## config.mk

```make
export PLATFORM = sky130hd
export DESIGN_NAME = msi_vector_collector
export DESIGN_NICKNAME = d
export VERILOG_FILES = /design/src/rtl/msi_vector_collector.sv
export SDC_FILE = /design/constraint.sdc
export NUM_CORES = 1
export LEC_CHECK = 0
export BUFFER_PORTS_ARGS = -buffer_cell sky130_fd_sc_hd__buf_2
export CAP_MARGIN = 40
export CELL_PAD_IN_SITES_DETAIL_PLACEMENT = 0
export CELL_PAD_IN_SITES_GLOBAL_PLACEMENT = 2
export CORE_ASPECT_RATIO = 2
export CORE_MARGIN = 2
export CORE_UTILIZATION = 33
export DETAILED_ROUTE_END_ITERATION = 7
export PLACE_DENSITY_LB_ADDON = 0.1
export SYNTH_ARGS = -nofsm -noshare
export SYNTH_HDL_FRONTEND = slang
export SYNTH_SLANG_ARGS = --single-unit
```

## constraint.sdc

```tcl
create_clock -name clk -period 2.4 [get_ports clk]
set_input_delay 0.24 -clock clk [delete_from_list [all_inputs] [get_ports clk]]
set_output_delay 0.24 -clock clk [all_outputs]
set_load 0.005 [all_outputs]
```

## src/rtl/msi_vector_collector.sv

```systemverilog
module msi_vector_collector (
  input  logic        clk,
  input  logic        rst_n,
  input  logic        msg_valid,
  input  logic [63:0] msg_addr,
  input  logic [31:0] msg_data,
  input  logic        reg_wr,
  input  logic [2:0]  reg_sel,
  input  logic [31:0] reg_wdata,
  output logic [31:0] reg_rdata,
  output logic        irq_lo,
  output logic        irq_hi
);
  localparam logic [2:0] SEL_PRESENT = 3'd0;
  localparam logic [2:0] SEL_CTRL    = 3'd1;
  localparam logic [2:0] SEL_BASE_LO = 3'd2;
  localparam logic [2:0] SEL_BASE_HI = 3'd3;
  localparam logic [2:0] SEL_PEND_LO = 3'd4;
  localparam logic [2:0] SEL_PEND_HI = 3'd5;
  localparam logic [2:0] SEL_MASK_LO = 3'd6;
  localparam logic [2:0] SEL_MASK_HI = 3'd7;

  logic        cap_en, rep_en;
  logic [63:0] base, pend, mask;
  logic        cap_ok;
  logic [63:0] set_vec, clr_vec;

  assign cap_ok  = msg_valid && cap_en && rep_en && (msg_addr == base) && (msg_data < 32'd64);
  assign set_vec = cap_ok ? (64'd1 << msg_data[5:0]) : 64'd0;
  assign clr_vec = !reg_wr                  ? 64'd0 :
                   (reg_sel == SEL_PEND_LO) ? {32'd0, reg_wdata} :
                   (reg_sel == SEL_PEND_HI) ? {reg_wdata, 32'd0} : 64'd0;

  always_ff @(posedge clk) begin
    if (!rst_n) begin
      cap_en <= 1'b0;
      rep_en <= 1'b0;
      base   <= '0;
      mask   <= '0;
      pend   <= '0;
    end else begin
      pend <= (pend & ~clr_vec) | set_vec;
      if (reg_wr) begin
        case (reg_sel)
          SEL_CTRL:    begin cap_en <= reg_wdata[0]; rep_en <= reg_wdata[15]; end
          SEL_BASE_LO: base[31:0]  <= reg_wdata;
          SEL_BASE_HI: base[63:32] <= reg_wdata;
          SEL_MASK_LO: mask[31:0]  <= reg_wdata;
          SEL_MASK_HI: mask[63:32] <= reg_wdata;
          default: ;
        endcase
      end
    end
  end

  always_comb begin
    case (reg_sel)
      SEL_PRESENT: reg_rdata = 32'd1;
      SEL_CTRL:    reg_rdata = {16'd0, rep_en, 14'd0, cap_en};
      SEL_BASE_LO: reg_rdata = base[31:0];
      SEL_BASE_HI: reg_rdata = base[63:32];
      SEL_PEND_LO: reg_rdata = pend[31:0];
      SEL_PEND_HI: reg_rdata = pend[63:32];
      SEL_MASK_LO: reg_rdata = mask[31:0];
      default:     reg_rdata = mask[63:32];
    endcase
  end

  assign irq_lo = |(pend[31:0] & mask[31:0]);
  assign irq_hi = |(pend[63:32] & mask[63:32]);

  assert_present_R1: assert property (@(posedge clk) disable iff (!rst_n)
    (reg_sel == SEL_PRESENT) |-> (reg_rdata == 32'd1));

  assert_capture_sets_R2: assert property (@(posedge clk) disable iff (!rst_n)
    cap_ok |=> pend[$past(msg_data[5:0])]);

  assert_no_spurious_set_R4: assert property (@(posedge clk) disable iff (!rst_n)
    !cap_ok |=> ((pend & ~$past(pend)) == 64'd0));

  assert_clear_lo_R6: assert property (@(posedge clk) disable iff (!rst_n)
    (reg_wr && reg_sel == SEL_PEND_LO && !cap_ok) |=> ((pend[31:0] & $past(reg_wdata)) == 32'd0));

  assert_irq_lo_needs_pending_R7: assert property (@(posedge clk) disable iff (!rst_n)
    irq_lo |-> (pend[31:0] != 32'd0));

  assert_irq_hi_needs_pending_R7: assert property (@(posedge clk) disable iff (!rst_n)
    irq_hi |-> (pend[63:32] != 32'd0));

  assert_mask_keeps_pending_R8: assert property (@(posedge clk) disable iff (!rst_n)
    (reg_wr && (reg_sel == SEL_MASK_LO || reg_sel == SEL_MASK_HI)) |=> ((pend & $past(pend)) == $past(pend)));
endmodule

```

Word-level counts from Yosys, hierarchy flattened. Index checks and enable logic that the tools add are counted.

Flip-flop bits (word level): 194. Word-level logic and storage cells: 39.

Magnitude comparators: 1. Eq/ne operators: 8. Shift-type cells: 1. Muxes and demuxes: 5. Bitwise logic cells: 5. Reduce and logical (&&, ||, !) cells: 12.

Operators by type and width (number): $mux W64 (4); $pmux W32 S7 (1); $and A32 B32 Y32 (2); $and A64 B64 Y64 (1); $eq A64 B64 Y1 (1); $not A64 Y64 (1); $or A64 B64 Y64 (1); $reduce_or A32 Y1 (2); $shl A1 B6 Y64 const A (1); $lt A32 B7 Y1 const B (1); $eq A3 B3 Y1 const B (4); $reduce_and A2 Y1 (5); $eq A3 B2 Y1 const B (2); $logic_and A1 B1 Y1 (4); $eq A3 B1 Y1 const B (1); $logic_not A3 Y1 (1).

Logic depth before layout (Yosys ltp). Gate-level depths: netlist of run 1.

Word-level depth: 7. Gate-level depth with buffers: 8. Depth with buffers taken out: 5.

Worst setup path before layout of run 1. Ideal clock, no wire load.

Path kind: register to register. Start: reg base[48]. End: reg pend[56]. Arrival time: 1827 ps. Required time: 2339 ps. Setup slack: 512 ps. Cell stages (with the launch flop): 7. Buffers on the path: 1. Period minus slack after synthesis: 1888 ps. Path through: dfxtp_1 > nor2b_1 > a2111oi_4 > o2111ai_2 > nor4_4 > buf_6 > a41o_1.

Word-level cells in the longest chain between the ends: 5.

RTL lines: start: declaration (RTL line 24) `logic [63:0] base, pend, mask;`; start signal: assignment (RTL line 47) `SEL_BASE_HI: base[63:32] <= reg_wdata;`; $eq A64 B64 Y1 (RTL line 28) `assign cap_ok = msg_valid && cap_en && rep_en && (msg_addr == base) && (msg_data < 32'd64);`; $logic_and A1 B1 Y1 (2 in a row) (RTL line 28); $mux W64 (RTL line 29) `assign set_vec = cap_ok ? (64'd1 << msg_data[5:0]) : 64'd0;`; $or A64 B64 Y64 (RTL line 42) `pend <= (pend & ~clr_vec) | set_vec;`; end signal: assignment (RTL line 42); end: declaration (RTL line 24).

No other way between the ends. A chain may end at the register's enable or synchronous reset.

Final worst setup path of run 1.
Start: reg base[10]. End: reg pend[24].

Same word-level chain as after synthesis.

==> impl_metrics.tcl, run 1 <==
set metrics [dict create \
    period_share_pct 100.3 \
    pwr-share-comb_pct 11.9 \
    cp_max_fo 12 \
    synth.largest_area_cell "dfxtp_1" \
    cts_buffers 17 \
    placed_area_mm2 0.01178 \
    slew_viol_final 0 \
    via_per_inst 5.719 \
    pwr-share-seq_pct 46.5 \
    initial_core_util_pct 33.32 \
    yosys_warnings 0 \
    ys_types 45 \
    route.detailed.wl_per_inst_um 26.96 \
    final_cell_mix "nand2_1 (341), dfxtp_1 (190), buf_2 (167)" \
    vdd_drop_max_mv 0.4528 \
    die-area_mm2 0.03255 \
    firstDrtPassIters 5 \
    yosysTopAreaCellShare_pct 37.91 \
    worstSetupPathType "reg -> reg" \
    synth_fp_nets 1408 \
    ys_seq_area_share_pct 37.91 \
    grt_pass1_vias 10150 \
    coreArea_mm2 0.03074 \
    synth_ff_type "dfxtp_1" \
    arrival_ns 2.81 \
    synth_area_mm2 0.01024 \
    setup_viol 1 \
    drt-total-wl_mm 48.85 \
    routed-via-count 10360 \
    fin_ws_ns -0.007144 \
    design_area_mm2 0.01240 \
    finalCriticalPeriod_ns 2.407 \
    clkLatencyLatePin_ns 0.46 \
    power_switching_mw 2.017 \
    ys_seq_elements 194 \
    first_iter_violations 704 \
    synthArstFlopShare_pct 0 \
    fmax_mhz 415.4 \
    fin_skew_ns 0.01138 \
    end_kind "flip-flop" \
    hold_buffers 0 \
    switching_share_pct 28.26 \
    post-route-drc-count 0 \
    hold_path.class "in -> reg" \
    synthTopCellsByArea "dfxtp_1 (38%), nand2_1 (12%), a21boi_0 (9.5%)" \
    clock_path_buffers 2 \
    outcome "finished with violations" \
    grt_pass1_wl_mm 69.30 \
    area_growth_pct 21.02 \
    io-pin-count 169 \
    die-height_um 253.2 \
    synthCells 1273 \
    grt_remaining_overflow 0 \
    p_int_mw 5.121 \
    gp_congestion 0.8958 \
    slew_headroom_pct 33.68 \
    hpwl_mm 36.58 \
    rsz0062_at_grt "no" \
    violations "negative setup slack" \
    nets 1562 \
    die_x_um 128.6 \
    postCtsSetupRepairBufs 0 \
    hold_viol 0 \
    max_slew.worst_pin.slew_ns 0.9948 \
    drive_gt1_share_pct 21.74 \
    row_count 91 \
    pre_cts_slack_ns 0.03126 \
    p_leak_nw 5.191 \
    cts_tree "done" \
    grtUsageTotal_pct 29.90 \
    cap_violations 0 \
    antenna_found_initial 0 \
    required_ns 2.80 \
    cts_sinks 194 \
    postRouteAntennaNets 0 \
    powerDensity_mw_per_mm2 575.8 \
    clk_pin_slew_ns 0.08 \
    design_power_total_mw 7.138 \
    portBuffers 168 \
    htreeDepth 4 \
    cts_root_buffer "clkbuf_16" \
    startpoint_type "flip-flop" \
    power_frac_clock_pct 41.6 \
    syn_area_per_cell_um2 8.047 \
    synth_edf_count 0 \
    grt_max_degree 195 \
    num_antenna_cells 0 \
    layout_commonest_cell "nand2_1" \
]
[cells by family after synthesis]
kind of cell	count (synthesis)	share of synthesized area, %
AOI/OAI and AO/OA	400	28.57
xor gates and xnor gates	51	4.361
buffers and inverters	113	4.654
DFF	194	37.91
muxes	53	5.558
and+or+nand+nor	462	18.94
[power groups by stage]
stage | registers, mW | clock network, mW | logic, mW
after floorplan | 3.37 | 0 | 0.384
after global placement | 3.39 | 0 | 0.850
after detailed placement | 3.40 | 0 | 0.847
after CTS | 3.32 | 3.01 | 0.850
after global routing | 3.32 | 3.13 | 0.902
final | 3.32 | 2.97 | 0.852
[cell type report]
class | count | area [um2]
Sequential cell | 194 | 3889
Inverter | 13 | 48.80
Fill cell | 3201 | 18350
Timing Repair Buffer | 235 | 1484
Tap cell | 372 | 465.4
Clock inverter | 15 | 156.4
Multi-Input combinational cell | 966 | 5928
Clock buffer | 17 | 425.4
[per-layer routing]
layer  part of all wire, %  track usage, %  vias up
li1                      -               -     4858
met1                    39           34.95     4982
met2                    49           51.57      424
met3                   5.2           3.845       98
met4                   6.4           17.83        0
met5                     0               0        -
[through the flow]
stage / instances / hold slack [ns] / utilization [%] / setup TNS, ns
after detailed placement: 1780 / 0.4718 / 38.33 / 0
after global routing: 1812 / 0.09327 / 40.33 / 0
after floorplan: 1273 / 0.3849 / - / 0
after global placement: 1780 / 0.4651 / 38.33 / 0
final: 1812 / 0.1010 / 40.33 / -0.007144
after CTS: 1812 / 0.08555 / 40.28 / 0
[cell usage after synthesis (2+ instances only)]
cell,instances
inv_1,10
nand3_1,9
or4_1,2
nor3_1,6
nand4_1,15
nand2b_1,7
nor4_1,11
a2111o_1,2
nand2_1,341
a22oi_1,28
nor2b_1,8
a221oi_1,32
and3_1,3
o22ai_1,6
xor2_1,17
inv_2,2
a41o_1,61
nor3b_1,6
buf_2,6
o2bb2ai_1,3
buf_6,6
a21oi_1,114
nor2_1,47
xnor2_1,34
a22o_1,4
mux2i_1,31
clkbuf_1,83
and3b_1,2
mux2_2,21
dfxtp_1,194
o21ai_0,13
buf_1,5
a41o_2,3
a21boi_0,130
[sequential cells by signal, summed over array words and instances, names as in the netlist]
name / cells
base: 64
mask: 64
pend: 64
cap_en: 1
rep_en: 1
[worst paths after layout]
path / end / depth (start not counted) / slack [ns] / from
min: mask[40]$_SDFFE_PN0P_ / 3 / 0.10 / reg_wdata[8]
max: pend[24]$_SDFF_PN0_ / 8 / -0.007 / base[10]$_SDFFE_PN0P_
max reg2reg: pend[24]$_SDFF_PN0_ / 8 / -0.007 / base[10]$_SDFFE_PN0P_
min reg2reg: mask[50]$_SDFFE_PN0P_ / 2 / 0.48 / mask[50]$_SDFFE_PN0P_
[worst max-delay path, stage by stage (launching register included)]
cell and delay [ns]:
dfxtp_1 0.36, xnor2_1 0.46, nand4_1 0.15, buf_4 0.17, nor4_1 0.28, buf_4 0.15, and4_2 0.36, buf_4 0.24
a41o_1 0.17
[timing repair]
action,in CTS,in global routing
endpoints found under the setup margin,2,2
gates resized for setup,5,4
pin swaps,3,1
No activity file was read; power rests on OpenSTA's default activity.
==> run 2, diff against run 1 <==
- CORE_UTILIZATION: 33 -> 30
==> impl_metrics.tcl, run 2 (same netlist as run 1, synthesis figures left out) <==
set metrics [dict create \
    clk_pin_slew_ns 0.08 \
    die_x_um 134.7 \
    first_iter_violations 838 \
    placed_area_mm2 0.01190 \
    hold_path.class "in -> reg" \
    routed-via-count 10350 \
    max_slew.worst_pin.slew_ns 0.9552 \
    row_count 95 \
    hpwl_mm 38.14 \
    clock_path_buffers 2 \
    hold_viol 0 \
    area_growth_pct 22.18 \
    grt_pass1_vias 10040 \
    design_power_total_mw 7.046 \
    route.detailed.wl_per_inst_um 27.52 \
    fin_cells 1871 \
    timing.hold.ws_ns 0.1079 \
    p_leak_nw 5.203 \
    cap_violations 0 \
    gp_congestion 0.9111 \
    cts_sinks 194 \
    cts_buffers 17 \
    pre_cts_slack_ns 0.01196 \
    die-height_um 265.3 \
    post-route-drc-count 0 \
    initial_core_util_pct 30.45 \
    via_per_inst 5.532 \
    antenna_found_initial 0 \
    vdd_drop_max_mv 0.4452 \
    grt_remaining_overflow 0 \
    io-pin-count 169 \
    cts_tree "done" \
    dp.cells 1839 \
    num_antenna_cells 0 \
    die-area_mm2 0.03573 \
    postRouteAntennaNets 0 \
    grt_pass1_wl_mm 72.87 \
    htreeDepth 4 \
    cp_max_fo 3 \
    worstSetupPathType "reg -> out" \
    drt-total-wl_mm 51.49 \
    powerDensity_mw_per_mm2 562.9 \
    grt_max_degree 195 \
    rsz0062_at_grt "yes" \
    startpoint_type "flip-flop" \
    fin_skew_ns 0.01901 \
    nets 1557 \
    slew_headroom_pct 36.32 \
    layout_commonest_cell "nand2_1" \
    arrival_ns 2.11 \
    end_kind "primary output" \
    fin_ws_ns 0.04610 \
    fin_util_pct 37.21 \
    setup_viol 0 \
    cts_root_buffer "clkbuf_16" \
    tns_ns 0 \
    clkLatencyLatePin_ns 0.47 \
    drive_gt1_share_pct 21.67 \
    period_share_pct 98.08 \
    portBuffers 168 \
    final_cell_mix "nand2_1 (341), dfxtp_1 (190), buf_2 (166)" \
    reg_top3 "base: 64 flops, mask: 64 flops, pend: 64 flops" \
    finalCriticalPeriod_ns 2.354 \
    design_area_mm2 0.01252 \
    required_ns 2.16 \
    grtUsageTotal_pct 28.66 \
    coreArea_mm2 0.03364 \
    firstDrtPassIters 7 \
    fmax_mhz 424.8 \
    outcome "complete, no violations" \
    slew_viol_final 0 \
]
## run 2: metal layers
| metal | GRT usage [%] | wire length, um | vias to the layer above |
|---|---|---|---|
| met5 | 0 | 0 | - |
| met4 | 12.77 | 2411 | 0 |
| met3 | 3.392 | 2305 | 70 |
| met2 | 50.78 | 26330 | 388 |
| met1 | 34.26 | 20440 | 5036 |
| li1 | - | - | 4857 |
## run 2: timing repair
item | CTS | global route
resized for setup | 8 | 6
buffers inserted | 0 | 0
hold buffers | 0 | 0
setup endpoints to repair | 47 | 55
## run 2: final timing paths
kind / slack, ns / to / from / cells past startpoint
hold reg to reg: 0.48 / mask[31]$_SDFFE_PN0P_ / mask[31]$_SDFFE_PN0P_ / 2
setup reg to reg: 0.08 / pend[5]$_SDFF_PN0_ / base[11]$_SDFFE_PN0P_ / 7
setup / recovery: 0.05 / irq_hi / pend[45]$_SDFF_PN0_ / 4
hold / removal: 0.11 / base[60]$_SDFFE_PN0P_ / reg_wdata[28] / 3
## run 2: power breakdown
part           switching [mW]  internal [mW]
sequential             0.0591           3.26
combinational           0.563          0.318
clock                    1.48           1.36
total                    2.10           4.94
## run 2: cell type report
cell class	instances	area, um2
Sequential cell	194	3889
Fill cell	3538	21120
Inverter	13	48.80
Clock inverter	14	120.1
Timing Repair Buffer	230	1528
Tap cell	436	545.5
Clock buffer	18	429.2
Multi-Input combinational cell	966	5956
## run 2: worst max-delay path, stage by stage, from the launching register on
cell and delay (ns):
dfxtp_1 0.36, a22oi_1 0.31, nand4_1 0.23, or4_4 0.62, buf_6 0.14
==> run 3, diff against run 2 <==
- HOLD_SLACK_MARGIN: unset -> 0.15
==> impl_metrics.tcl, run 3 (same netlist as run 1, synthesis figures left out) <==
set metrics [dict create \
    crit_family "simple AND/OR/NAND/NOR gates" \
    gp_congestion 0.9111 \
    whs_endpoint "cap_en$_SDFFE_PN0P_" \
    die_x_um 134.7 \
    reg2regPathDepth 7 \
    design_area_mm2 0.01284 \
    critPathBufInv 1 \
    hold_path.class "in -> reg" \
    slew_headroom_pct 38.15 \
    clkLatencyLatePin_ns 0.47 \
    period_share_pct 98.64 \
    reg_top3 "base: 64 flops, mask: 64 flops, pend: 64 flops" \
    grt_max_degree 195 \
    initial_core_util_pct 30.45 \
    r2r-end "pend[5]$_SDFF_PN0_" \
    finalCriticalPeriod_ns 2.367 \
    grtUsageTotal_pct 28.77 \
    drt-total-wl_mm 51.69 \
    clock_path_buffers 2 \
    nets 1589 \
    die-height_um 265.3 \
    routed-via-count 10480 \
    startpoint_type "flip-flop" \
    drive_gt1_share_pct 21.20 \
    cap_violations 0 \
    critPathMaxStageDelay_ns 0.62 \
    required_ns 2.16 \
    num_antenna_cells 0 \
    rrSetupSlack_ns 0.07 \
    worstSetupPathType "reg -> out" \
    timing.hold.ws_ns 0.3567 \
    setup_viol 0 \
    fin_skew_ns 0.02182 \
    placed_area_mm2 0.01190 \
    fin_util_pct 38.16 \
    fmax_mhz 422.4 \
    hold_start "reg_wr" \
    design_power_total_mw 7.092 \
    htreeDepth 4 \
    post-route-drc-count 0 \
    row_count 95 \
    grt_pass1_wl_mm 73.25 \
    arrival_ns 2.13 \
    firstDrtPassIters 5 \
    fillers 3516 \
    power_switching_mw 2.115 \
    rsz0062_at_grt "yes" \
    cp_slowest_cell "or4_4" \
    switching_share_pct 29.81 \
    clk_pin_slew_ns 0.08 \
    max_slew.worst_pin.slew_ns 0.9277 \
    powerDensity_mw_per_mm2 552.5 \
    area_growth_pct 25.31 \
    power_frac_clock_pct 40.2 \
    pwr-share-comb_pct 13.0 \
    layout_commonest_cell "nand2_1" \
    hpwl_mm 38.14 \
    outcome "complete, no violations" \
    worstHoldPathCells 5 \
    hold_viol 0 \
    pwr-share-seq_pct 46.8 \
    first_iter_violations 833 \
    grt_remaining_overflow 0 \
    p_int_mw 4.978 \
    grt_pass1_vias 10160 \
    end_kind "primary output" \
    postRouteAntennaNets 0 \
    via_per_inst 5.506 \
    postCtsSetupRepairBufs 0 \
    worstPathCellList "a22oi_1, nand4_1, or4_4, buf_6" \
    r2r-start "base[11]$_SDFFE_PN0P_" \
    cts_tree "done" \
    cts_root_buffer "clkbuf_16" \
    cts_sinks 194 \
    vdd_drop_max_mv 0.4452 \
    cp_max_fo 3 \
    coreArea_mm2 0.03364 \
    p_leak_nw 5.337 \
    cts_buffers 17 \
    final_cell_mix "nand2_1 (341), dfxtp_1 (190), buf_2 (166)" \
    antenna_found_initial 0 \
    slew_viol_final 0 \
    route.detailed.wl_per_inst_um 27.16 \
    io-pin-count 169 \
    portBuffers 168 \
    die-area_mm2 0.03573 \
]
==> run 3: cell count changes in the layout (fill, tap and decap cells not counted), sizes merged <==
cell,previous run,this run
dlygate4sd3,0,32
==> run 3: worst reg2reg max path, cell delays in order (launching register included) <==
cell and delay (ns):
dfxtp_1 0.47, xnor2_1 0.16, nand4_1 0.37, nor4_1 0.40
and4_2 0.34, buf_12 0.18, buf_12 0.17, a41o_1 0.17
==> run 3: area by class of cell <==
class / count / area [um2] / area share, %
well taps: 436 / 545.5 / 4.250
clock buffers: 18 / 429.2 / 3.343
inverters: 13 / 48.80 / 0.3802
flip-flops and latches: 194 / 3889 / 30.30
repair buffers: 262 / 1848 / 14.40
multi-input cells: 966 / 5956 / 46.40
clock inverters: 14 / 120.1 / 0.9358
==> run 3: how the worst max path moves through the flow <==
stage / from / to / cells past startpoint / slack, ns
final: pend[45]$_SDFF_PN0_ / irq_hi / 4 / 0.03
after global routing: pend[35]$_SDFF_PN0_ / irq_hi / 6 / -0.002
after CTS: pend[35]$_SDFF_PN0_ / irq_hi / 6 / -0.005
after detailed placement: base[42]$_SDFFE_PN0P_ / pend[30]$_SDFF_PN0_ / 9 / 0.01
after global placement: base[42]$_SDFFE_PN0P_ / pend[40]$_SDFF_PN0_ / 9 / -0.04
after floorplan: base[48]$_SDFFE_PN0P_ / pend[56]$_SDFF_PN0_ / 6 / 0.51
==> run 3: repair_timing <==
| action | CTS | global route |
|---|---|---|
| hold buffers | 32 | 0 |
| endpoints found under the setup margin | 47 | 55 |
| resized for setup | 8 | 6 |
| endpoints found under the hold margin | 120 | 0 |
==> run 3: stage by stage <==
step / instances / TNS [ns] / worst slack, ns
6_report: 1903 / 0 / 0.03269
5_1_grt: 1903 / -0.001544 / -0.001544
4_1_cts: 1903 / -0.005150 / -0.005150
3_5_place_dp: 1839 / 0 / 0.01196
3_3_place_gp: 1839 / -1.242 / -0.03592
2_1_floorplan: 1273 / 0 / 0.5122
==> run 3: metal layers <==
layer	vias up	GRT usage [%]	share of wire [%]
li1	4920	-	-
met3	81	3.392	3.9
met5	-	0	0
met2	359	51.08	51
met4	0	12.80	4.7
met1	5118	34.32	41
==> run 3: power groups by stage <==
| stage | clock (mW) | combinational [mW] | sequential (mW) |
|---|---|---|---|
| 3_3_place_gp | 0 | 0.875 | 3.40 |
| 3_5_place_dp | 0 | 0.874 | 3.40 |
| 4_1_cts | 2.91 | 0.919 | 3.32 |
| 2_1_floorplan | 0 | 0.384 | 3.37 |
| 5_1_grt | 3.01 | 0.972 | 3.33 |
| 6_report | 2.85 | 0.921 | 3.32 |
